## src/rtl/membank_decoder.sv

```systemverilog
module membank_decoder #(
  parameter int ADDR_W     = 32,
  parameter int REV_W      = 4,
  parameter int REV_SPLIT  = 5,
  parameter int BASE_SH_HI = 24,
  parameter int BASE_SH_LO = 22,
  parameter int SIZE_SH_HI = 16,
  parameter int SIZE_SH_LO = 14
) (
  input  logic              clk,
  input  logic              rst_n,
  input  logic              cfg_we,
  input  logic              cfg_sel,
  input  logic [31:0]       cfg_wdata,
  input  logic [REV_W-1:0]  rev,
  input  logic              req_valid,
  input  logic [ADDR_W-1:0] req_addr,
  output logic              rsp_valid,
  output logic [3:0]        rsp_hit,
  output logic              rsp_miss,
  output logic [ADDR_W-1:0] rsp_offset
);
  localparam int NB     = 4;
  localparam int WIDE   = ADDR_W + 1;
  localparam int EN_BIT = 13;
  localparam int SZ_MSB = 12;
  localparam int SZ_LSB = 8;
  localparam int BA_MSB = 7;
  localparam int SZ_W   = SZ_MSB - SZ_LSB + 1;

  logic [31:0] cfg_r0, cfg_r1;

  always_ff @(posedge clk or negedge rst_n) begin
    if (!rst_n) begin
      cfg_r0 <= '0;
      cfg_r1 <= '0;
    end else if (cfg_we) begin
      if (cfg_sel) cfg_r1 <= cfg_wdata;
      else         cfg_r0 <= cfg_wdata;
    end
  end

  logic unused_cfg_bits;
  assign unused_cfg_bits = ^{cfg_r0[31:30], cfg_r0[15:14], cfg_r1[31:30], cfg_r1[15:14]};

  logic       wide_scale;
  logic [5:0] base_sh, size_sh;
  assign wide_scale = rev >= REV_W'(REV_SPLIT);
  assign base_sh    = wide_scale ? 6'(BASE_SH_HI) : 6'(BASE_SH_LO);
  assign size_sh    = wide_scale ? 6'(SIZE_SH_HI) : 6'(SIZE_SH_LO);

  logic [WIDE-1:0] addr_w;
  assign addr_w = {1'b0, req_addr};

  logic [NB-1:0]   bank_en, in_win;
  logic [WIDE-1:0] base_w [NB];

  for (genvar g = 0; g < NB; g++) begin : g_bank
    logic [31:0]     src;
    logic [15:0]     desc;
    logic [WIDE-1:0] size_w, end_w;
    assign src       = (g / 2 == 0) ? cfg_r0 : cfg_r1;
    assign desc      = (g % 2 == 0) ? src[31:16] : src[15:0];
    assign bank_en[g] = desc[EN_BIT];
    assign base_w[g] = WIDE'(desc[BA_MSB:0]) << base_sh;
    assign size_w    = (WIDE'(desc[SZ_MSB:SZ_LSB]) + WIDE'(1 << (BA_MSB + 1))) << size_sh;
    assign end_w     = base_w[g] + size_w;
    assign in_win[g] = bank_en[g] && (addr_w >= base_w[g]) && (addr_w < end_w);
  end

  logic [NB-1:0]     win;
  logic [ADDR_W-1:0] off_c;
  assign win = in_win & (~in_win + NB'(1));

  always_comb begin
    off_c = '0;
    for (int i = NB - 1; i >= 0; i--)
      if (in_win[i]) off_c = ADDR_W'(addr_w - base_w[i]);
  end

  always_ff @(posedge clk or negedge rst_n) begin
    if (!rst_n) begin
      rsp_valid  <= 1'b0;
      rsp_hit    <= '0;
      rsp_miss   <= 1'b0;
      rsp_offset <= '0;
    end else begin
      rsp_valid  <= req_valid;
      rsp_hit    <= req_valid ? win : '0;
      rsp_miss   <= req_valid && (in_win == '0);
      rsp_offset <= req_valid ? off_c : '0;
    end
  end

  assert_onehot_hit_R8: assert property (@(posedge clk) disable iff (!rst_n)
    $onehot0(rsp_hit));
  assert_miss_excl_R9: assert property (@(posedge clk) disable iff (!rst_n)
    rsp_valid |-> (rsp_miss != (|rsp_hit)));
  assert_miss_offset_R9: assert property (@(posedge clk) disable iff (!rst_n)
    rsp_miss |-> (rsp_offset == '0));
  assert_latency_R10: assert property (@(posedge clk) disable iff (!rst_n)
    req_valid |=> rsp_valid);
  assert_idle_quiet_R10: assert property (@(posedge clk) disable iff (!rst_n)
    !req_valid |=> (!rsp_valid && rsp_hit == '0 && !rsp_miss && rsp_offset == '0));

  for (genvar g = 0; g < NB; g++) begin : g_chk
    assert_disabled_nohit_R4: assert property (@(posedge clk) disable iff (!rst_n)
      rsp_hit[g] |-> $past(bank_en[g]));
  end
endmodule

```

## config.mk

```make
export PLATFORM = sky130hd
export DESIGN_NAME = membank_decoder
export DESIGN_NICKNAME = d
export VERILOG_FILES = /design/src/rtl/membank_decoder.sv
export SDC_FILE = /design/constraint.sdc
export NUM_CORES = 1
export LEC_CHECK = 0
export BUFFER_PORTS_ARGS = -buffer_cell sky130_fd_sc_hd__buf_2
export CAP_MARGIN = 20
export CORE_MARGIN = 5
export CORE_UTILIZATION = 52
export CTS_CLUSTER_SIZE = 14
export DETAILED_ROUTE_END_ITERATION = 6
export PLACE_DENSITY = 0.75
export SLEW_MARGIN = 20
export SYNTH_ARGS = -nofsm -noshare
export SYNTH_HDL_FRONTEND = slang
export SYNTH_SLANG_ARGS = --single-unit
```

## constraint.sdc

```tcl
create_clock -name clk -period 3.6 [get_ports clk]
set_input_delay 0.18 -clock clk [delete_from_list [all_inputs] [get_ports clk]]
set_output_delay 0.18 -clock clk [all_outputs]
set_load 0.02 [all_outputs]
```

# Word level (Yosys, flattened, before mapping)
# Cells that the tools add are included.
# totals
regBits,98
inputBits,73
out_inout_bits,38
# classes
n_addsub,13
n_lt_le_gt_ge,9
shifts,8
muxes,8
bitwise,3
n_reduce_logical,12
# ops
op,n
2-to-1 mux 32 bit,5
adder 33 bit,4
>= comparator 32 x 33 -> 1 bit,4
less-than comparator 32 x 33 -> 1 bit,4
<< shifter 10 x 5 -> 33 bit,4
<< shifter 8 x 5 -> 33 bit,4
subtractor 32 bit,4
adder 5 x 9 -> 10 bit (second input constant),4
logical AND 1 bit,9
2-to-1 mux 4 bit,2
2-to-1 mux 5 bit,1
adder 4 x 1 -> 4 bit (second input constant),1
bitwise AND 4 bit,1
>= comparator 4 x 3 -> 1 bit (second input constant),1
logical NOT 4 bit,1
NOT 4 bit,1
AND reduction 2 bit,2
NOT 1 bit,1

# Longest topological paths before layout
# depth
ltp_word,11
ltp_mapped,26

# Least setup slack after synthesis
# OpenSTA, ideal clock, no wires.
# synth_path
path_type,input -> register
start,input rev[3]
end,register rsp_offset[21]
arrival_time_ns,4.421
path_slack_ns,-0.945
path_stages,22
n_path_buf,4
path_cell_list,buf_2 > clkbuf_1 > nor2_1 > clkbuf_1 > clkbuf_1 > nand2_1 > nand2_1 > ha_1 > a21oi_1 > a31oi_1 > nor4b_2 > nand2b_1 > xnor2_1 > ha_1 > a211oi_1 > o211ai_1 > a31oi_1 > o2111a_1 > o21ai_4 > o21ai_1 > o22ai_1 > a211o_1
# synth_between
elab_chain_len,11
elab_cells_between_ends,40
cone_classes,add/sub: 8; order compare: 9; shift: 8; mux: 7; reduce/logical: 8
# synth_rtl
item,line,source
from (decl),15,"input logic [REV_W-1:0] rev,"
>= comparator 4 x 3 -> 1 bit *,48,assign wide_scale = rev >= REV_W'(REV_SPLIT);
2-to-1 mux 5 bit or 2-to-1 mux 4 bit (tied branches),"50, 49",
<< shifter 10 x 5 -> 33 bit or << shifter 8 x 5 -> 33 bit (tied branches),"66, 65",
adder 33 bit or >= comparator 32 x 33 -> 1 bit (tied branches),"67, 68",
less-than comparator 32 x 33 -> 1 bit or logical AND 1 bit (tied branches),68,assign in_win[g] = bank_en[g] && (addr_w >= base_w[g]) && (addr_w < end_w);
logical AND 1 bit,68,
2-to-1 mux 32 bit (3 in series),78,if (in_win[i]) off_c = ADDR_W'(addr_w - base_w[i]);
2-to-1 mux 32 bit *,78,
2-to-1 mux 32 bit *,91,rsp_offset <= req_valid ? off_c : '0;
to (signal assigned),91,
to (decl),21,output logic [ADDR_W-1:0] rsp_offset
# Every way passes the cells marked *; elsewhere a longest branch is shown, timed or not.
# A chain may end at the register's enable or synchronous reset.

# Worst setup path after layout
# layout_path
start,register cfg_r1[19]
end,register rsp_offset[24]
# layout_between
elab_chain_len,8
elab_cells_between_ends,11
cone_classes,add/sub: 2; order compare: 2; shift: 1; mux: 4; reduce/logical: 2
# layout_rtl
item,line,source
from (decl),31,"logic [31:0] cfg_r0, cfg_r1;"
from (signal assigned),38,if (cfg_sel) cfg_r1 <= cfg_wdata;
<< shifter 8 x 5 -> 33 bit *,65,assign base_w[g] = WIDE'(desc[BA_MSB:0]) << base_sh;
adder 33 bit or >= comparator 32 x 33 -> 1 bit (tied branches),"67, 68",
less-than comparator 32 x 33 -> 1 bit or logical AND 1 bit (tied branches),68,
logical AND 1 bit,68,
2-to-1 mux 32 bit * (3 in series),78,
2-to-1 mux 32 bit *,91,
# Marked as above.

==> results.json <==
{
  "outcome": "finished with violations",
  "violations": "setup timing",
  "hold_class": "in2reg",
  "max-cap-violations": 0,
  "worstSetupEndpointType": "flop",
  "setup_viol": 20,
  "dpl_cell_area_um2": 12110,
  "clkTransAtPathRegs_ps": 70,
  "clock_path_buffers": 2,
  "cts_root_buffer": "clkbuf_16",
  "path_max_fanout": 4,
  "die-area_um2": 21800,
  "drt_iter0_drc": 708,
  "yosys_most_used_dff": "dfrtp_1",
  "critical_path_required_ps": 3840,
  "grt_overflow_total": 0,
  "antenna_left": 0,
  "core_um2": 18710,
  "leakage_nw": 6.247,
  "post-route-util": 0.6846,
  "critPathBufInv": 1,
  "crit_type": "reg2reg",
  "fin_crit_ps": 3662,
  "synth_warnings": 0,
  "design_area_um2": 12810,
  "worst_slew_pin_slew_ps": 757.8,
  "finalCritPeriodShare": 1.017,
  "cts_buffers": 9,
  "wl_per_cell_um": 18.95,
  "arrival_ps": 3900,
  "slowest_stage": "dfrtp_1",
  "yosysUniqueCellTypes": 71,
  "cts-htree-levels": 3,
  "netlist_instances": 1134,
  "areaGrowthSynthToFinish_pct": 29.97,
  "ys_seq_area_frac": 0.2387,
  "antenna_cells": 0,
  "report.final.slew_viol_count": 0,
  "initial_utilization": 0.5268,
  "synth_seq_cells": 94,
  "routed_wl_um": 31870,
  "hpwl_um": 25390,
  "grt_pass1_vias": 9407,
  "async_flop_share": 1.000,
  "yosys.area.top_type_share": 0.2387,
  "synth-edff-count": 0,
  "rsz0062_at_grt": "true",
  "crit_path_cell_trace": "nand2_1 -> nand2_2 -> ha_4 -> a21oi_2 -> a31oi_2 -> nor4b_4 -> nand2b_1 -> xnor2_1 -> ha_1 -> a211oi_2 -> o211ai_1 -> a31oi_2 -> o2111a_2 -> o21ai_4 -> buf_6 -> o211ai_1 -> a21oi_2 -> o311a_1",
  "ir_worst_vdd_uv": 267.7,
  "num_rows": 50,
  "fin_worst_skew_ps": 7.782,
  "via_count": 9895,
  "gp_congestion": 1.007,
  "cp-start-kind": "flop",
  "synth_largest_area_cell": "dfrtp_1",
  "drive_gt1_frac": 0.2990,
  "grt_pass1_wl_um": 49690,
  "vias_per_cell": 5.883,
  "syn_area_per_cell_um2": 8.689,
  "max_slew_margin": 0.4948,
  "clock_latency_ps": 360,
  "hold_ws_ps": 46.14,
  "io_buffer_count": 106,
  "drc_errors": 0,
  "io_pins": 111,
  "tritoncts": "done",
  "cpLargestDelayFamily": "compound AO/OA/AOI/OAI gates",
  "die_h_um": 147.7,
  "cts_sinks": 94,
  "hold_violations": 0,
  "power.density_nw_per_um2": 418.9,
  "first_pass_iters": 5,
  "max_stage_delay_ps": 380,
  "chipWidth_um": 147.7,
  "nets": 1683,
  "synth_area_leaders": "dfrtp_1 (24%), ha_1 (21%), mux2_2 (6.5%)",
  "worst_slack_ps": -62.02,
  "fin_setup_tns_ps": -515.8,
  "grt_max_degree": 60,
  "fmax_mhz": 273.1,
  "grt_use_total": 0.2850,
  "synthesis.area_um2": 9853,
  "antenna_found_initial": 0
}
cell type report:
type,instances,area (um^2)
multi-input cells,1020,7818
fillers,1523,5899
flip-flops and latches,94,2354
repair buffers,282,1924
well taps,234,292.8
clock buffers,10,239.0
inverters,36,135.1
clock inverters,6,43.79
timing repair:
item                       in CTS  in global routing
hold endpoints to repair       57                  0
setup endpoints to repair      28                 35
pin swaps                       4                 30
gates resized for setup         8                 58
buffers inserted                3                  9
hold buffers                    1                  0
registers in the layout (all words and copies together), names as in the netlist:
register / count
cfg_r0: 28
cfg_r1: 28
rsp_offset: 32
rsp_hit: 4
rsp_miss: 1
rsp_valid: 1
worst paths after layout:
check                       startpoint        endpoint  slack, ps  depth (start not counted)
max in group asynchronous        rst_n      cfg_r0[13]       2400                          3
min in group asynchronous        rst_n      cfg_r0[24]        430                          2
setup / recovery            cfg_r1[19]  rsp_offset[24]        -60                         18
hold reg to reg             cfg_r0[13]      cfg_r0[13]        520                          1
hold / removal             req_addr[6]   rsp_offset[6]         50                          2
setup reg to reg            cfg_r1[19]  rsp_offset[24]        -60                         18
placed cells by master (no fill, tap or decap), types with 5 or more instances in the layout:
| cell | n |
|---|---|
| a211oi_1 | 12 |
| a21o_1 | 22 |
| a21oi_1 | 62 |
| a21oi_2 | 7 |
| a31oi_1 | 12 |
| and2_1 | 23 |
| and3_1 | 8 |
| and4_1 | 6 |
| buf_2 | 105 |
| buf_4 | 165 |
| buf_6 | 8 |
| clkbuf_16 | 9 |
| conb_1 | 53 |
| dfrtp_1 | 93 |
| ha_1 | 160 |
| inv_1 | 35 |
| mux2_2 | 57 |
| mux2i_1 | 8 |
| nand2_1 | 143 |
| nand2_2 | 6 |
| nand2b_1 | 10 |
| nand3_1 | 26 |
| nand4_1 | 22 |
| nor2_1 | 48 |
| nor3_1 | 19 |
| nor4_1 | 12 |
| o211a_1 | 5 |
| o211ai_1 | 15 |
| o21a_1 | 17 |
| o21ai_0 | 51 |
| o21ai_1 | 7 |
| o21bai_1 | 5 |
| or3_1 | 6 |
| xnor2_1 | 48 |
| xor2_1 | 28 |
synth_stat cells (all sizes together) (6+ instances only):
cell type	instances
ha	165
nand2	152
dfrtp	94
a21oi	69
o21ai	63
mux2	57
nor2	53
xnor2	48
inv	36
nand3	28
xor2	28
and2	25
clkbuf	25
a21o	23
nand4	22
nor3	22
o21a	17
a211oi	15
a31oi	15
o211ai	15
nor4	13
buf	10
nand2b	10
and3	8
mux2i	8
or3	8
a2111oi	7
and4	6
nor2b	6
o211a	6
o22ai	6
layer usage:
layer	vias to the layer above	global-route usage	share of wire
li1	4800	-	-
met1	4682	0.4086	0.46
met2	358	0.4542	0.45
met3	55	0.03066	0.070
met4	0	0.08621	0.025
met5	-	0	0
power breakdown:
part	switching, mW	leakage (nW)	internal [mW]
clock network	0.463	0.139	0.492
registers	0.116	1.17	1.21
logic	1.66	4.94	1.42
total	2.24	6.25	3.13
stage by stage:
stage / worst slack (ps) / std cells / total power, mW
3_3_place_gp: -348.4 / 1653 / 4.106
4_1_cts: 2.003 / 1673 / 5.161
6_report: -62.02 / 1682 / 5.364
2_1_floorplan: -460.5 / 1185 / 3.108
5_1_grt: -200.1 / 1682 / 5.705
3_5_place_dp: -394.2 / 1653 / 4.169
logic make-up after synthesis:
group,share of synthesized area
flops,0.2387
fa+ha+maj,0.2136
xor+xnor,0.06756
compound gates,0.2042
simple gates,0.1735
mux,0.07327
other cells,0.0007622
buf+inv,0.02844
(Power assumes the default switching activity.)
